**src/rtl/flagimg_pkg.sv**
```systemverilog
package flagimg_pkg;

  localparam int FW = 32;

  typedef enum logic [2:0] {
    OP_NONE  = 3'd0,
    OP_PUSH  = 3'd1,
    OP_POP   = 3'd2,
    OP_AH2FL = 3'd3,
    OP_FL2AH = 3'd4
  } op_e;

  typedef enum logic [1:0] {
    SZ_16  = 2'd0,
    SZ_32  = 2'd1,
    SZ_64  = 2'd2,
    SZ_64B = 2'd3
  } size_e;

  typedef enum logic [1:0] {
    MD_REAL = 2'd0,
    MD_PROT = 2'd1,
    MD_V86  = 2'd2,
    MD_RSV  = 2'd3
  } mode_e;

  localparam int B_CF   = 0;
  localparam int B_RSV1 = 1;
  localparam int B_PF   = 2;
  localparam int B_AF   = 4;
  localparam int B_ZF   = 6;
  localparam int B_SF   = 7;
  localparam int B_TF   = 8;
  localparam int B_IF   = 9;
  localparam int B_DF   = 10;
  localparam int B_OF   = 11;
  localparam int B_IOPL = 12;
  localparam int B_NT   = 14;
  localparam int B_RF   = 16;
  localparam int B_VM   = 17;
  localparam int B_AC   = 18;
  localparam int B_VIF  = 19;
  localparam int B_VIP  = 20;
  localparam int B_ID   = 21;

  function automatic logic [FW-1:0] bitm(input int pos);
    bitm = {{(FW-1){1'b0}}, 1'b1} << pos;
  endfunction

  localparam logic [FW-1:0] M_STATUS = bitm(B_SF) | bitm(B_ZF) | bitm(B_AF) |
                                       bitm(B_PF) | bitm(B_CF);
  localparam logic [FW-1:0] M_ARITH  = M_STATUS | bitm(B_OF);
  localparam logic [FW-1:0] M_BASE   = M_ARITH | bitm(B_TF) | bitm(B_DF) | bitm(B_NT);
  localparam logic [FW-1:0] M_WIDE   = bitm(B_RF) | bitm(B_AC) | bitm(B_ID);
  localparam logic [FW-1:0] M_IOPL   = bitm(B_IOPL) | bitm(B_IOPL + 1);
  localparam logic [FW-1:0] M_IF     = bitm(B_IF);
  localparam logic [FW-1:0] M_VIF    = bitm(B_VIF);
  localparam logic [FW-1:0] M_PUSHW  = ~(bitm(B_VM) | bitm(B_RF)) &
                                       ((bitm(24)) - 1);

endpackage

```
**src/rtl/flagimg_push.sv**
```systemverilog
module flagimg_push
  import flagimg_pkg::*;
(
  input  logic [FW-1:0] flags_i,
  input  size_e         size_i,
  input  mode_e         mode_i,
  input  logic          vme_i,
  output logic [FW-1:0] img_o,
  output logic          gp_o
);

  logic [1:0] iopl;
  logic       v86_low;

  assign iopl    = flags_i[B_IOPL +: 2];
  assign v86_low = (mode_i == MD_V86) && (iopl != 2'd3);

  always_comb begin
    gp_o  = 1'b0;
    img_o = '0;
    if (size_i == SZ_16) begin
      img_o[15:0] = flags_i[15:0];
      if (v86_low) begin
        if (vme_i) begin
          img_o[B_IOPL +: 2] = 2'b11;
          img_o[B_IF]        = flags_i[B_VIF];
        end else begin
          gp_o = 1'b1;
        end
      end
    end else begin
      img_o = flags_i & M_PUSHW;
      if (size_i == SZ_32 && v86_low) gp_o = 1'b1;
    end
    if (gp_o) img_o = '0;
  end

endmodule

```
**src/rtl/flagimg_pop.sv**
```systemverilog
module flagimg_pop
  import flagimg_pkg::*;
(
  input  logic [FW-1:0] flags_i,
  input  logic [FW-1:0] pop_i,
  input  size_e         size_i,
  input  mode_e         mode_i,
  input  logic [1:0]    cpl_i,
  input  logic          vme_i,
  output logic [FW-1:0] new_o,
  output logic [FW-1:0] mask_o,
  output logic          gp_o
);

  logic [1:0]    iopl;
  logic          vip;
  logic [FW-1:0] src;
  logic [FW-1:0] msk;

  assign iopl = flags_i[B_IOPL +: 2];
  assign vip  = flags_i[B_VIP];

  always_comb begin
    gp_o = 1'b0;
    src  = (size_i == SZ_16) ? {{(FW-16){1'b0}}, pop_i[15:0]} : pop_i;
    msk  = (size_i == SZ_16) ? M_BASE : (M_BASE | M_WIDE);
    unique case (mode_i)
      MD_PROT: begin
        if (cpl_i == 2'd0)  msk = msk | M_IOPL;
        if (cpl_i <= iopl)  msk = msk | M_IF;
      end
      MD_V86: begin
        if (iopl == 2'd3) begin
          msk = msk | M_IF;
        end else if (size_i != SZ_16 || !vme_i) begin
          gp_o = 1'b1;
        end else if (src[B_TF] || (src[B_IF] && vip)) begin
          gp_o = 1'b1;
        end else begin
          msk        = msk | M_VIF;
          src[B_VIF] = src[B_IF];
        end
      end
      default: msk = msk | M_IOPL | M_IF;
    endcase
    mask_o = gp_o ? '0 : msk;
    new_o  = (flags_i & ~mask_o) | (src & mask_o) | bitm(B_RSV1);
  end

endmodule

```
**src/rtl/flagimg_ahxfer.sv**
```systemverilog
module flagimg_ahxfer
  import flagimg_pkg::*;
(
  input  logic [FW-1:0] flags_i,
  input  logic [7:0]    ah_i,
  output logic [FW-1:0] new_o,
  output logic [FW-1:0] mask_o,
  output logic [7:0]    ah_o
);

  logic [FW-1:0] ah_ext;

  assign ah_ext = {{(FW-8){1'b0}}, ah_i};
  assign mask_o = M_STATUS;
  assign new_o  = (flags_i & ~M_STATUS) | (ah_ext & M_STATUS) | bitm(B_RSV1);
  assign ah_o   = flags_i[7:0] | 8'h02;

endmodule

```
**src/rtl/flagimg_unit.sv**
```systemverilog
module flagimg_unit
  import flagimg_pkg::*;
(
  input  logic          clk,
  input  logic          rst,
  input  logic [2:0]    op_sel,
  input  logic [1:0]    op_size,
  input  logic [1:0]    cpu_mode,
  input  logic [1:0]    cpl,
  input  logic          vme,
  input  logic [31:0]   flags_in,
  input  logic [31:0]   pop_val,
  input  logic [7:0]    ah_in,
  output logic          res_vld,
  output logic          gp_fault,
  output logic [31:0]   push_img,
  output logic [31:0]   new_flags,
  output logic [31:0]   chg_mask,
  output logic [7:0]    ah_out
);

  op_e   op;
  size_e sz;
  mode_e md;

  assign op = op_e'(op_sel);
  assign sz = size_e'(op_size);
  assign md = mode_e'(cpu_mode);

  logic [FW-1:0] ps_img;
  logic          ps_gp;
  logic [FW-1:0] pp_new, pp_mask;
  logic          pp_gp;
  logic [FW-1:0] ax_new, ax_mask;
  logic [7:0]    ax_ah;

  flagimg_push u_push (
    .flags_i(flags_in), .size_i(sz), .mode_i(md), .vme_i(vme),
    .img_o(ps_img), .gp_o(ps_gp)
  );

  flagimg_pop u_pop (
    .flags_i(flags_in), .pop_i(pop_val), .size_i(sz), .mode_i(md),
    .cpl_i(cpl), .vme_i(vme), .new_o(pp_new), .mask_o(pp_mask), .gp_o(pp_gp)
  );

  flagimg_ahxfer u_ah (
    .flags_i(flags_in), .ah_i(ah_in), .new_o(ax_new), .mask_o(ax_mask), .ah_o(ax_ah)
  );

  logic [FW-1:0] nx_img, nx_new, nx_mask;
  logic          nx_gp;
  logic [7:0]    nx_ah;

  always_comb begin
    nx_img  = '0;
    nx_new  = flags_in | bitm(B_RSV1);
    nx_mask = '0;
    nx_gp   = 1'b0;
    nx_ah   = 8'h00;
    unique case (op)
      OP_PUSH: begin
        nx_img = ps_img;
        nx_gp  = ps_gp;
      end
      OP_POP: begin
        nx_new  = pp_new;
        nx_mask = pp_mask;
        nx_gp   = pp_gp;
      end
      OP_AH2FL: begin
        nx_new  = ax_new;
        nx_mask = ax_mask;
      end
      OP_FL2AH: nx_ah = ax_ah;
      default: ;
    endcase
  end

  always_ff @(posedge clk) begin
    if (rst) begin
      res_vld   <= 1'b0;
      gp_fault  <= 1'b0;
      push_img  <= '0;
      new_flags <= bitm(B_RSV1);
      chg_mask  <= '0;
      ah_out    <= 8'h00;
    end else begin
      res_vld   <= (op == OP_PUSH) || (op == OP_POP) ||
                   (op == OP_AH2FL) || (op == OP_FL2AH);
      gp_fault  <= nx_gp;
      push_img  <= nx_img;
      new_flags <= nx_new;
      chg_mask  <= nx_mask;
      ah_out    <= nx_ah;
    end
  end

  assert_gp_freeze_R10: assert property (@(posedge clk) disable iff (rst)
    (res_vld && gp_fault) |-> (chg_mask == '0 && new_flags == ($past(flags_in) | 32'h2)));

  assert_vm_vip_hold_R10: assert property (@(posedge clk) disable iff (rst)
    (res_vld && $past(op_sel) == 3'd2) |->
      (new_flags[B_VM] == $past(flags_in[B_VM]) && new_flags[B_VIP] == $past(flags_in[B_VIP])));

  assert_push_vmrf_zero_R3: assert property (@(posedge clk) disable iff (rst)
    (res_vld && $past(op_sel) == 3'd1 && $past(op_size) != 2'd0) |->
      (push_img[B_VM] == 1'b0 && push_img[B_RF] == 1'b0));

  assert_prot_iopl_keep_R7: assert property (@(posedge clk) disable iff (rst)
    (res_vld && $past(op_sel) == 3'd2 && $past(cpu_mode) == 2'd1 && $past(cpl) != 2'd0) |->
      (new_flags[B_IOPL +: 2] == $past(flags_in[B_IOPL +: 2])));

  assert_rsv_bit_set_R13: assert property (@(posedge clk) disable iff (rst)
    res_vld |-> new_flags[B_RSV1]);

  assert_idle_no_valid_R2: assert property (@(posedge clk) disable iff (rst)
    ($past(op_sel) == 3'd0) |-> !res_vld);

endmodule

```
**config.mk**
```make
export PLATFORM = sky130hd
export DESIGN_NAME = flagimg_unit
export DESIGN_NICKNAME = d
export VERILOG_FILES = /design/src/rtl/flagimg_pkg.sv /design/src/rtl/flagimg_push.sv /design/src/rtl/flagimg_pop.sv /design/src/rtl/flagimg_ahxfer.sv /design/src/rtl/flagimg_unit.sv
export SDC_FILE = /design/constraint.sdc
export NUM_CORES = 1
export LEC_CHECK = 0
export ABC_AREA = 0
export BUFFER_PORTS_ARGS = -buffer_cell sky130_fd_sc_hd__buf_4
export CORE_MARGIN = 2
export CORE_UTILIZATION = 46
export DETAILED_ROUTE_END_ITERATION = 10
export PLACE_DENSITY = 0.84
export SKIP_CTS_REPAIR_TIMING = 1
export SYNTH_ARGS = -nofsm -noshare
export SYNTH_HDL_FRONTEND = slang
export SYNTH_HIERARCHICAL = 1
export SYNTH_SLANG_ARGS = --single-unit
export TNS_END_PERCENT = 100
```
**constraint.sdc**
```tcl
create_clock -name clk -period 1.9 [get_ports clk]
set_input_delay 0.19 -clock clk [delete_from_list [all_inputs] [get_ports clk]]
set_output_delay 0.19 -clock clk [all_outputs]
set_load 0.05 [all_outputs]
```
* Word-level counts from Yosys, hierarchy flattened
Index checks and enable logic that the tools add are counted.
** Storage, ports and cells
- Bits in registers :: 96
- Bits of input ports :: 84
- Output and inout bits :: 106
- Logic and storage cells :: 70
** Operators by class
- $lt $le $gt $ge :: 1
- Equality and inequality tests :: 9
- Mux-type cells :: 30
- Bitwise operators :: 7
- Reduce and logical (&&, ||, !) cells :: 15
** Operator list (count)
- $pmux W32 S2 :: 2
- $and A32 B32 Y32 :: 2
- $mux W20 :: 3
- $mux W22 :: 2
- $pmux W20 S2 :: 1
- $mux W32 :: 1
- $not A32 Y32 :: 1
- $or A32 B32 Y32 :: 1
- $or A32 B8 Y32 :: 1
- $mux W14 :: 2
- $mux W1 :: 14
- $mux W10 :: 1
- $eq A3 B2 Y1 const B :: 2
- $mux W2 :: 3
- $logic_or A1 B1 Y1 :: 5
- $eq A2 B1 Y1 const B :: 2
- $eq A2 B2 Y1 const B :: 2
- $logic_not A2 Y1 :: 2
- $reduce_or A4 Y1 :: 1
- $eq A3 B1 Y1 const B :: 1
- $eq A3 B3 Y1 const B :: 1
- $logic_and A1 B1 Y1 :: 3
- $reduce_or A3 Y1 :: 1
- $le A2 B2 Y1 :: 1
- 6 further kinds :: 7

* Depth between registers and ports, before layout
Gate-level depths: netlist of run 1.
- Depth after elaboration :: 13
- Mapped depth :: 10
- Mapped depth without buffers :: 8

* By module
The synthesis of run 1 kept the hierarchy.
** By module, submodules not included
- flagimg_unit :: times used 1, cells an instance 341, area an instance 3687.3 µm², sequential area each 2122.0 µm²
- flagimg_pop :: times used 1, cells an instance 106, area an instance 798.3 µm², sequential area each 0.0 µm²
- flagimg_ahxfer :: times used 1, cells an instance 74, area an instance 548.0 µm², sequential area each 0.0 µm²
- flagimg_push :: times used 1, cells an instance 46, area an instance 340.3 µm², sequential area each 0.0 µm²

* Worst setup path before layout of run 1
OpenSTA, ideal clock, no wires.
- Kind :: input -> register
- Start point :: input pop_val[8]
- End point :: register new_flags[19]
- Setup time :: 0.138 ns
- Data arrival time :: 1.675 ns
- Required time :: 1.762 ns
- Slack :: 0.087 ns
- Stages on the path :: 6
- Buffers on the path :: 0
- Path through :: or4b_4 -> or2_4 -> nor3_4 -> mux2_1 -> mux2i_1 -> a211oi_1
** On the way
- Longest elaborated chain between the ends :: 11
- Elaborated cells on any way between the ends :: 20
- Those cells by class :: mux: 15; bitwise: 4; reduce/logical: 1
** Ends and longest elaborated chain
- start: declaration :: line flagimg_unit.sv:12 : input logic [31:0] pop_val,
- $mux W32 * :: line flagimg_pop.sv:25 : src = (size_i == SZ_16) ? {{(FW-16){1'b0}}, pop_i[15:0]} : pop_i;
- $logic_or A1 B1 Y1 * :: line flagimg_pop.sv:37 : end else if (src[B_TF] || (src[B_IF] && vip)) begin
- $mux W20 or $mux W1 (tied branches) :: line flagimg_pop.sv:37
- $mux W20 or $mux W1 (tied branches) :: line flagimg_pop.sv:35 : end else if (size_i != SZ_16 || !vme_i) begin
- $mux W20 or $mux W1 (tied branches) :: line flagimg_pop.sv:33 : if (iopl == 2'd3) begin
- $pmux W20 S2 or $mux W1 (tied branches) :: line flagimg_pop.sv:27 : unique case (mode_i)
- $mux W22 * :: line flagimg_pop.sv:46 : mask_o = gp_o ? '0 : msk;
- via pp_mask[19] :: line flagimg_unit.sv:32 : logic [FW-1:0] pp_new, pp_mask;
- $not A32 Y32 :: line flagimg_pop.sv:47 : new_o = (flags_i & ~mask_o) | (src & mask_o) | bitm(B_RSV1);
- $and A32 B32 Y32 :: line flagimg_pop.sv:47
- $or A32 B32 Y32 * :: line flagimg_pop.sv:47
- via pp_new[19] :: line flagimg_unit.sv:32
- $pmux W32 S2 * :: line flagimg_unit.sv:61 : unique case (op)
- end signal: assignment :: line flagimg_unit.sv:85 : new_flags <= bitm(B_RSV1);
- end signal: assignment :: line flagimg_unit.sv:93 : new_flags <= nx_new;
- end: declaration :: line flagimg_unit.sv:17 : output logic [31:0] new_flags,
The timed path passes the listed nets; every way through them passes the cells marked *.
A chain may end at the register's enable or synchronous reset.

* Final worst setup path of run 1
Same ends and word-level chain as after synthesis.

==> results of run 1 <==
path summary, 6_finish.rpt:
kind	endpoint	depth (start not counted)
worst min-delay path	ah_out[0]	2
worst max-delay path	new_flags[19]	7
flip-flops by register name, indices dropped and copies added (netlist names):
signal and cells:
ah_out 8, chg_mask 32, gp_fault 1, new_flags 32, push_img 32, res_vld 1
critical path: stages:
cell and delay (ps):
buf_4 130, or4b_4 550, or2_4 280, nor3_4 190
mux2_1 340, mux2i_1 140, a211oi_1 80
metal layers:
layer | global-route usage | vias to the layer above
li1 | - | 1892
met1 | 0.204 | 1684
met2 | 0.324 | 128
met3 | 0.0664 | 11
met4 | 0.0504 | 0
met5 | 0 | -
cell type report:
| type | count | area, µm² |
|---|---|---|
| tap | 143 | 179 |
| clock buffer | 13 | 260 |
| fill | 1000 | 4940 |
| clock inverter | 3 | 47.5 |
| timing repair buffer | 191 | 1480 |
| inverter | 9 | 33.8 |
| sequential | 106 | 2120 |
| multi-input combinational | 353 | 2350 |
placed cells by master (no fill, tap or decap), drive strengths merged, types with 2 or more instances in the layout:
master  instances
and2           54
nand2b          2
inv             9
o21a            2
nand2          10
o21ai           5
buf           191
nor2           69
mux2           13
nand3b          3
o32a            2
or2             2
mux2i          64
a21oi           3
a211oi         32
dfxtp         106
conb           61
clkbuf         13
a21o            2
clkinv          2
nor4b           2
nor2b           4
ha              4
and3            6
kinds of logic after synthesis:
kind of cell	Yosys count
adders and majority gates	4
AOI/OAI and AO/OA	53
and+or+nand+nor	157
other	5
xor gates and xnor gates	1
buffers and inverters	164
muxes	77
DFF	106
metrics by stage:
step,utilization,hold WS [ps],total power [W],cells
CTS,0.567,65.2,0.00534,818
global route,0.567,74.7,0.00551,818
floorplan,-,268,0.00324,623
detailed placement,0.540,427,0.00344,802
global placement,0.540,423,0.00341,802
finish,0.567,78.0,0.00528,818
where the power goes:
group	total (W)	switching (W)	internal, W
logic	0.00105	0.000635	0.000420
registers	0.00233	0.0000249	0.00231
clock network	0.00189	0.000788	0.00110
total	0.00528	0.00145	0.00383
==> summary.txt, run 1 <==
Global routing
  • Grt ovf: 0
  • Vias in the first global route: 3743
  • Total GRT Usage: 0.182
  • Largest net degree at the start of global routing: 44
  • Initial antenna violation count: 0
  • Global-route wire length before repair: 18.3 mm

Clock tree
  • TritonCTS clock tree: yes
  • Reg clk slew, reported paths: about 70 ps
  • CTS root buf: clkbuf_16
  • H-tree depth: 3
  • TritonCTS Buffers: 9
  • CTS sink cnt: ~110
  • Max clock buf depth: 2

Logic synthesis
  • Top-count cell post-synth: buf_4
  • Mux cell area share after synthesis: 0.147
  • Largest cells by area after synthesis: dfxtp_1 39%, buf_4 18%, mux2i_1 12%
  • Post-Synth XOR/XNOR Area: 0.00163
  • EDFF count, synth: 0
  • Synth Register Bits: 106
  • Syn Inst Count: 567
  • Biggest area consumer among synthesized cells: dfxtp_1
  • Top post-synthesis cells by count: 126 x buf_4, 106 x dfxtp_1, 69 x nor2_1
  • Synth cell types: 44
  • Async SR Flop Fraction: 0
  • Largest family of logic cells by synthesized area: buffers and inverters
  • Register area share after synthesis: 0.395
  • Synthesized cell area: ~5400 µm²
  • Syn_area_per_cell: 9.48 µm²
  • Post-synthesis adder-cell area fraction: 0.00931
  • Yosys top cell area share: 0.395
  • Area share of and/or/nand/nor cells after synthesis: 0.161
  • Post-synthesis compound-gate area fraction: 0.0722
  • Synth warn: 6
  • Top FF cell, synth: dfxtp_1

Route
  • Drt total wl: 11.4 mm
  • DRC viols: 0
  • Via count: 3715
  • ANT nets after route: 0
  • First-pass iteration count of the detailed router: 4
  • Metal-1 WL: 4.51 mm
  • WL met2: roughly 5.8 mm
  • Initial DRC Count: 290
  • Max layer used: met4
  • Post-DR vias/cell: 4.54
  • Met3 WL: 970 µm
  • Routed wire per std cell: around 14 µm

Floorplanning
  • Core region area: 11400 µm²
  • # IOs: 190
  • Die X: 112 µm
  • Die Footprint: 12600 µm²
  • Starting Density: 0.471
  • Die Y: around 110 µm
  • Std-Cell Rows: 39

Critical path
  • Required time worst endpoint: 2110 ps
  • Kind of critical path: input port to register
  • Worst Setup SP: pop_val[8]
  • CP Capture Type: register
  • Max Fanout on Critical Path: 4
  • Worst EP arrival: 1900 ps
  • Worst setup SP type: input port

Placement
  • Dpl ws: -124 ps
  • Placed Area: 6170 µm²
  • Port bufs: 170
  • Gp weighted congestion: 0.852
  • HPWL after DPL: 8.67 mm

Worst hold path
  • Hold path start: flags_in[0]
  • HP Class: input port to register

Power
  • VDD IR max: 0.000558 V
  • Cell Pwr Density: a little over 800 nW/µm²
  • Pleak: 3.22 nW

Layout
  • Design area: 6480 µm²
  • Ant diodes: 0
  • Layout cells sized above 1: 0.350
  • Nets: about 760
  • Area added between synthesis and finish: 20.5%

Timing
  • Period utilization: 0.887
  • # setup viols final: 0
  • Achievable Freq: around 590 MHz
  • Final hold vios: 0
  • Setup_tns: 0 ps
  • Final worst slack: 216 ps
  • Least-Margin Pin Slew: 682 ps
  • Crit path time final: 1680 ps
  • Worst slew margin: 0.544
  • Slew Limit Fails: 0
  • RSZ-0062 raised after global routing: false

Outcome
  • Status: complete, no violations

Job
  • Max-cap check violation count: 0
No activity file was read; power rests on OpenSTA's default activity.
==> run 2, diff against run 1 <==
Settings changed: CORE_UTILIZATION 46 to 55, PLACE_DENSITY 0.84 to 0.93.
Clock period 1.9 ns to 1.95 ns, I/O delays scaled along.
==> run 2 against run 1 <==
Net effect: cell count fell by 0.73%; first-iteration DRC count shrank 63%; via count grew 3.1%; non-clock buffer count is 5 higher; sequential cell count stayed put; wire length up 3.5%; total power shrank 14%; critical path type unchanged.
==> summary.txt, run 2 (same netlist as run 1, synthesis figures left out) <==
Clock tree
  • CTS sink cnt: 106
  • TritonCTS Buffers: 9
  • CTS root buf: clkbuf_8
  • H-tree depth: 3
  • Reg clk slew, reported paths: 100 ps
  • Max clock buf depth: 2
  • TritonCTS clock tree: yes

Route
  • First-pass iteration count of the detailed router: 4
  • Drt total wl: about 12 mm
  • Routed wire per std cell: 14.6 µm
  • Initial DRC Count: 107
  • ANT nets after route: 0
  • Via count: 3832
  • DRC viols: 0
  • Post-DR vias/cell: 4.72

Layout
  • Ant diodes: 0
  • Design area: 6320 µm²
  • Multi-input logic area: 2350 µm²
  • Most frequent cells in the layout: 195 x buf_4, 106 x dfxtp_1, 68 x nor2_1
  • Commonest non-fill, non-tap cell in the layout: buf_4
  • Register Area: 2120 µm²
  • Layout cells sized above 1: 0.356
  • Non-Filler Instances: a little over 800
  • Biggest regs: chg_mask x32, new_flags x32, push_img x32
  • Nets: between 700 and 800
  • Area added between synthesis and finish: 17.7%
  • Fillers: 804

Floorplanning
  • Std-Cell Rows: 36
  • Core region area: 9640 µm²
  • Die Footprint: 10600 µm²
  • Starting Density: 0.558
  • Die Y: ~100 µm
  • Die X: just over 100 µm
  • # IOs: between 150 and 200

Timing
  • Slew Limit Fails: 0
  • Worst slew margin: 0.546
  • # setup viols final: 0
  • Least-Margin Pin Slew: 680 ps
  • Period utilization: 0.882
  • Final hold vios: 0
  • Setup_tns: 0 ps
  • Achievable Freq: 581 MHz
  • Final worst slack: 229 ps
  • Crit path time final: approximately 1700 ps
  • RSZ-0062 raised after global routing: false

Placement
  • Dpl ws: -383 ps
  • Port bufs: 170
  • HPWL after DPL: 8.91 mm
  • Placed cell count: 797
  • Placed Area: between 6000 and 7000 µm²
  • Gp weighted congestion: 0.881

Critical path
  • Kind of critical path: input port to register
  • Worst setup SP type: input port
  • CP Capture Type: register
  • Worst EP arrival: 1990 ps
  • Max Fanout on Critical Path: 10
  • Required time worst endpoint: 2220 ps

Power
  • Cell Pwr Density: 715 nW/µm²
  • Switch Pwr: 0.00140 W
  • Pleak: 3.16 nW
  • Reg power frac: 0.503
  • VDD IR max: between 0.0003 and 0.0004 V
  • P_int: 0.00312 W
  • Switching power share of the total: 0.309
  • Comb pwr share: 0.230
  • Clk network pwr share: 0.267

Global routing
  • Grt ovf: 0
  • Largest net degree at the start of global routing: 54
  • Global-route wire length before repair: 18.0 mm
  • Initial antenna violation count: 0
  • Vias in the first global route: roughly 3800
  • Total GRT Usage: 0.222

Outcome
  • Status: complete, no violations

Job
  • Max-cap check violation count: 0

Worst hold path
  • HP Class: input port to register
-- run 2: cell types whose count changed in the layout (fill, tap and decap cells not counted), sizes merged --
cell | before | now
buf | 191 | 196
clkbuf | 13 | 10
clkinvlp | 0 | 2
inv | 9 | 11
bufinv | 1 | 0
clkinv | 2 | 1
-- run 2: worst paths after layout --
path,startpoint,end,slack (ps),cells after the start
setup / recovery,pop_val[8],new_flags[0],230,7
hold / removal,flags_in[2],ah_out[2],70,2
-- run 2: power by group through the flow --
stage / Combinational (W) / Clock, W / Sequential, W
floorplan: 0.000541 / 0 / 0.00262
detailed placement: 0.00103 / 0 / 0.00232
finish: 0.00104 / 0.00121 / 0.00227
global placement: 0.000999 / 0 / 0.00232
CTS: 0.00103 / 0.00124 / 0.00227
global route: 0.00111 / 0.00133 / 0.00228
-- run 2: per-stage QoR --
stage,total power [W],utilization,hold slack (ps)
detailed placement,0.00335,0.639,438
finish,0.00452,0.656,65.1
floorplan,0.00316,-,273
CTS,0.00455,0.656,43.9
global placement,0.00332,0.639,429
global route,0.00472,0.656,43.5
-- run 2: area by class of cell --
| type | instances | share of cell area |
|---|---|---|
| multi-input cells | 353 | 0.372 |
| well taps | 133 | 0.0263 |
| clock inverters | 5 | 0.00594 |
| clock buffers | 10 | 0.0202 |
| inverters | 9 | 0.00534 |
| repair buffers | 196 | 0.235 |
| flip-flops and latches | 106 | 0.336 |
-- run 2: critical path, stage by stage --
cell and delay, ps:
buf_4 120, or4b_4 560, nor2_1 230, nor2_2 200, mux2_2 270, mux2i_1 90, a211oi_1 310
-- run 2: routing by layer --
layer,GRT usage,up-vias,share of wire
met1,0.235,1765,0.38
met4,0.103,0,0.026
met3,0.0637,26,0.076
met2,0.406,142,0.52
li1,-,1899,-
met5,0,-,0
==> run 3, diff against run 2 <==
Settings changed: MAX_ROUTING_LAYER set to met4.
==> run 3 against run 2 <==
Net effect: cell count increased by 0.37%; wire length decreased by 1.9%; hold slack got worse by 19 ps; via count decreased by 0.31%; count of clock-buffer cells in the layout unchanged; sequential share of layout area decreased by 0.21 points; core utilization increased by 0.42 points; critical endpoint is now new_flags[4]; largest cell class unchanged; combinational power about the same; critical path depth increased by 1.
==> summary.txt, run 3 (same netlist as run 1, synthesis figures left out) <==
Placement
  • HPWL after DPL: 8.55 mm
  • Placed Area: 6170 µm²
  • Port bufs: 170
  • Gp weighted congestion: around 0.92
  • Placed cell count: around 800

Layout
  • Nets: 765
  • Area added between synthesis and finish: 18.4%
  • Biggest regs: chg_mask x32, new_flags x32, push_img x32
  • Most frequent cells in the layout: 197 x buf_4, 106 x dfxtp_1, 69 x nor2_1
  • Register Area: 2120 µm²
  • Layout cells sized above 1: 0.358
  • Non-Filler Instances: 815
  • Design area: 6360 µm²
  • Commonest non-fill, non-tap cell in the layout: buf_4
  • Fillers: 788
  • Multi-input logic area: between 2000 and 2500 µm²
  • Ant diodes: 0
  • Fin util: 0.660

Route
  • Via count: roughly 3800
  • Initial DRC Count: between 100 and 150
  • ANT nets after route: 0
  • Routed wire per std cell: 14.2 µm
  • Post-DR vias/cell: 4.69
  • DRC viols: 0
  • First-pass iteration count of the detailed router: 6
  • Drt total wl: around 12 mm

Critical path
  • Worst EP arrival: 2120 ps
  • Kind of critical path: input port to register
  • CP Capture Type: register
  • Required time worst endpoint: 2190 ps
  • Worst setup SP type: input port
  • Max Fanout on Critical Path: 10

Timing
  • Least-Margin Pin Slew: roughly 1100 ps
  • # setup viols final: 0
  • Worst slew margin: 0.271
  • Achievable Freq: 532 MHz
  • Final hold vios: 0
  • Slew Limit Fails: 0
  • RSZ-0062 raised after global routing: false
  • Period utilization: 0.964
  • Crit path time final: 1880 ps

Global routing
  • Total GRT Usage: 0.224
  • Global-route wire length before repair: 17.5 mm
  • Vias in the first global route: 3668
  • Initial antenna violation count: 0
  • Grt ovf: 0
  • Largest net degree at the start of global routing: 48

Clock tree
  • TritonCTS Buffers: 9
  • CTS sink cnt: about 110
  • H-tree depth: 3
  • CTS root buf: clkbuf_8
  • Reg clk slew, reported paths: around 100 ps
  • Max clock buf depth: 2
  • TritonCTS clock tree: yes

Floorplanning
  • Die Y: 103 µm
  • Die X: between 100 and 150 µm
  • Core region area: 9640 µm²
  • Std-Cell Rows: 36
  • Die Footprint: 10600 µm²
  • # IOs: between 150 and 200
  • Starting Density: 0.558

Outcome
  • Status: complete, no violations

Power
  • Cell Pwr Density: 731 nW/µm²
  • Pleak: 3.19 nW
  • VDD IR max: between 0.0003 and 0.0004 V

Worst hold path
  • HP Class: input port to register

Job
  • Max-cap check violation count: 0
-- run 3: cell count changes in the layout (fill, tap and decap cells not counted) --
cell and delta:
nor2_1 +1, clkinv_2 +1, bufinv_16 +1, clkinvlp_4 -1
buf_4 +2, nor2_2 -1
-- run 3: per-layer routing --
metal / part of all wire / GRT usage / routed length, µm / vias to the layer above
met5: 0 / - / 0 / -
met4: 0.013 / 0.0749 / 156 / 0
met3: 0.071 / 0.0610 / 820 / 13
met2: 0.52 / 0.400 / 6060 / 135
met1: 0.39 / 0.239 / 4570 / 1762
li1: - / - / - / 1910
-- run 3: critical path, stage by stage --
cell      delay [ps]
buf_4            110
inv_1             50
ha_1             160
nand2_1           70
nor2_1           820
mux2_2           430
mux2i_1          160
a211oi_1         110
-- run 3: area by class of cell --
class | count | area share
Clock buffer | 10 | 0.0201
Clock inverter | 6 | 0.0102
Inverter | 9 | 0.00531
Multi-Input combinational cell | 353 | 0.369
Sequential cell | 106 | 0.333
Tap cell | 133 | 0.0262
Timing Repair Buffer | 198 | 0.236
-- run 3: worst paths after layout --
path | endpoint | startpoint | slack [ps] | depth (start not counted)
setup / recovery | new_flags[4] | cpu_mode[0] | 70 | 8
hold / removal | ah_out[2] | flags_in[2] | 50 | 2
-- run 3: through the flow --
| step | setup slack [ps] | TNS (ps) | total power [W] | hold slack, ps |
|---|---|---|---|---|
| final | 70.2 | 0 | 0.00465 | 45.9 |
| after global routing | 18.5 | 0 | 0.00484 | 38.1 |
| after CTS | 55.7 | 0 | 0.00469 | 30.9 |
| after detailed placement | -339 | -5030 | 0.00335 | 428 |
| after global placement | -180 | -3010 | 0.00332 | 429 |
| after floorplan | 132 | 0 | 0.00316 | 273 |
-- run 3: power by group --
group          internal [W]  switching, W  total [W]  leakage (nW)
logic              0.000411      0.000629    0.00104          2.22
clock network      0.000599      0.000738    0.00134        0.0971
registers           0.00225     0.0000247    0.00227         0.868
total               0.00326       0.00139    0.00465          3.19
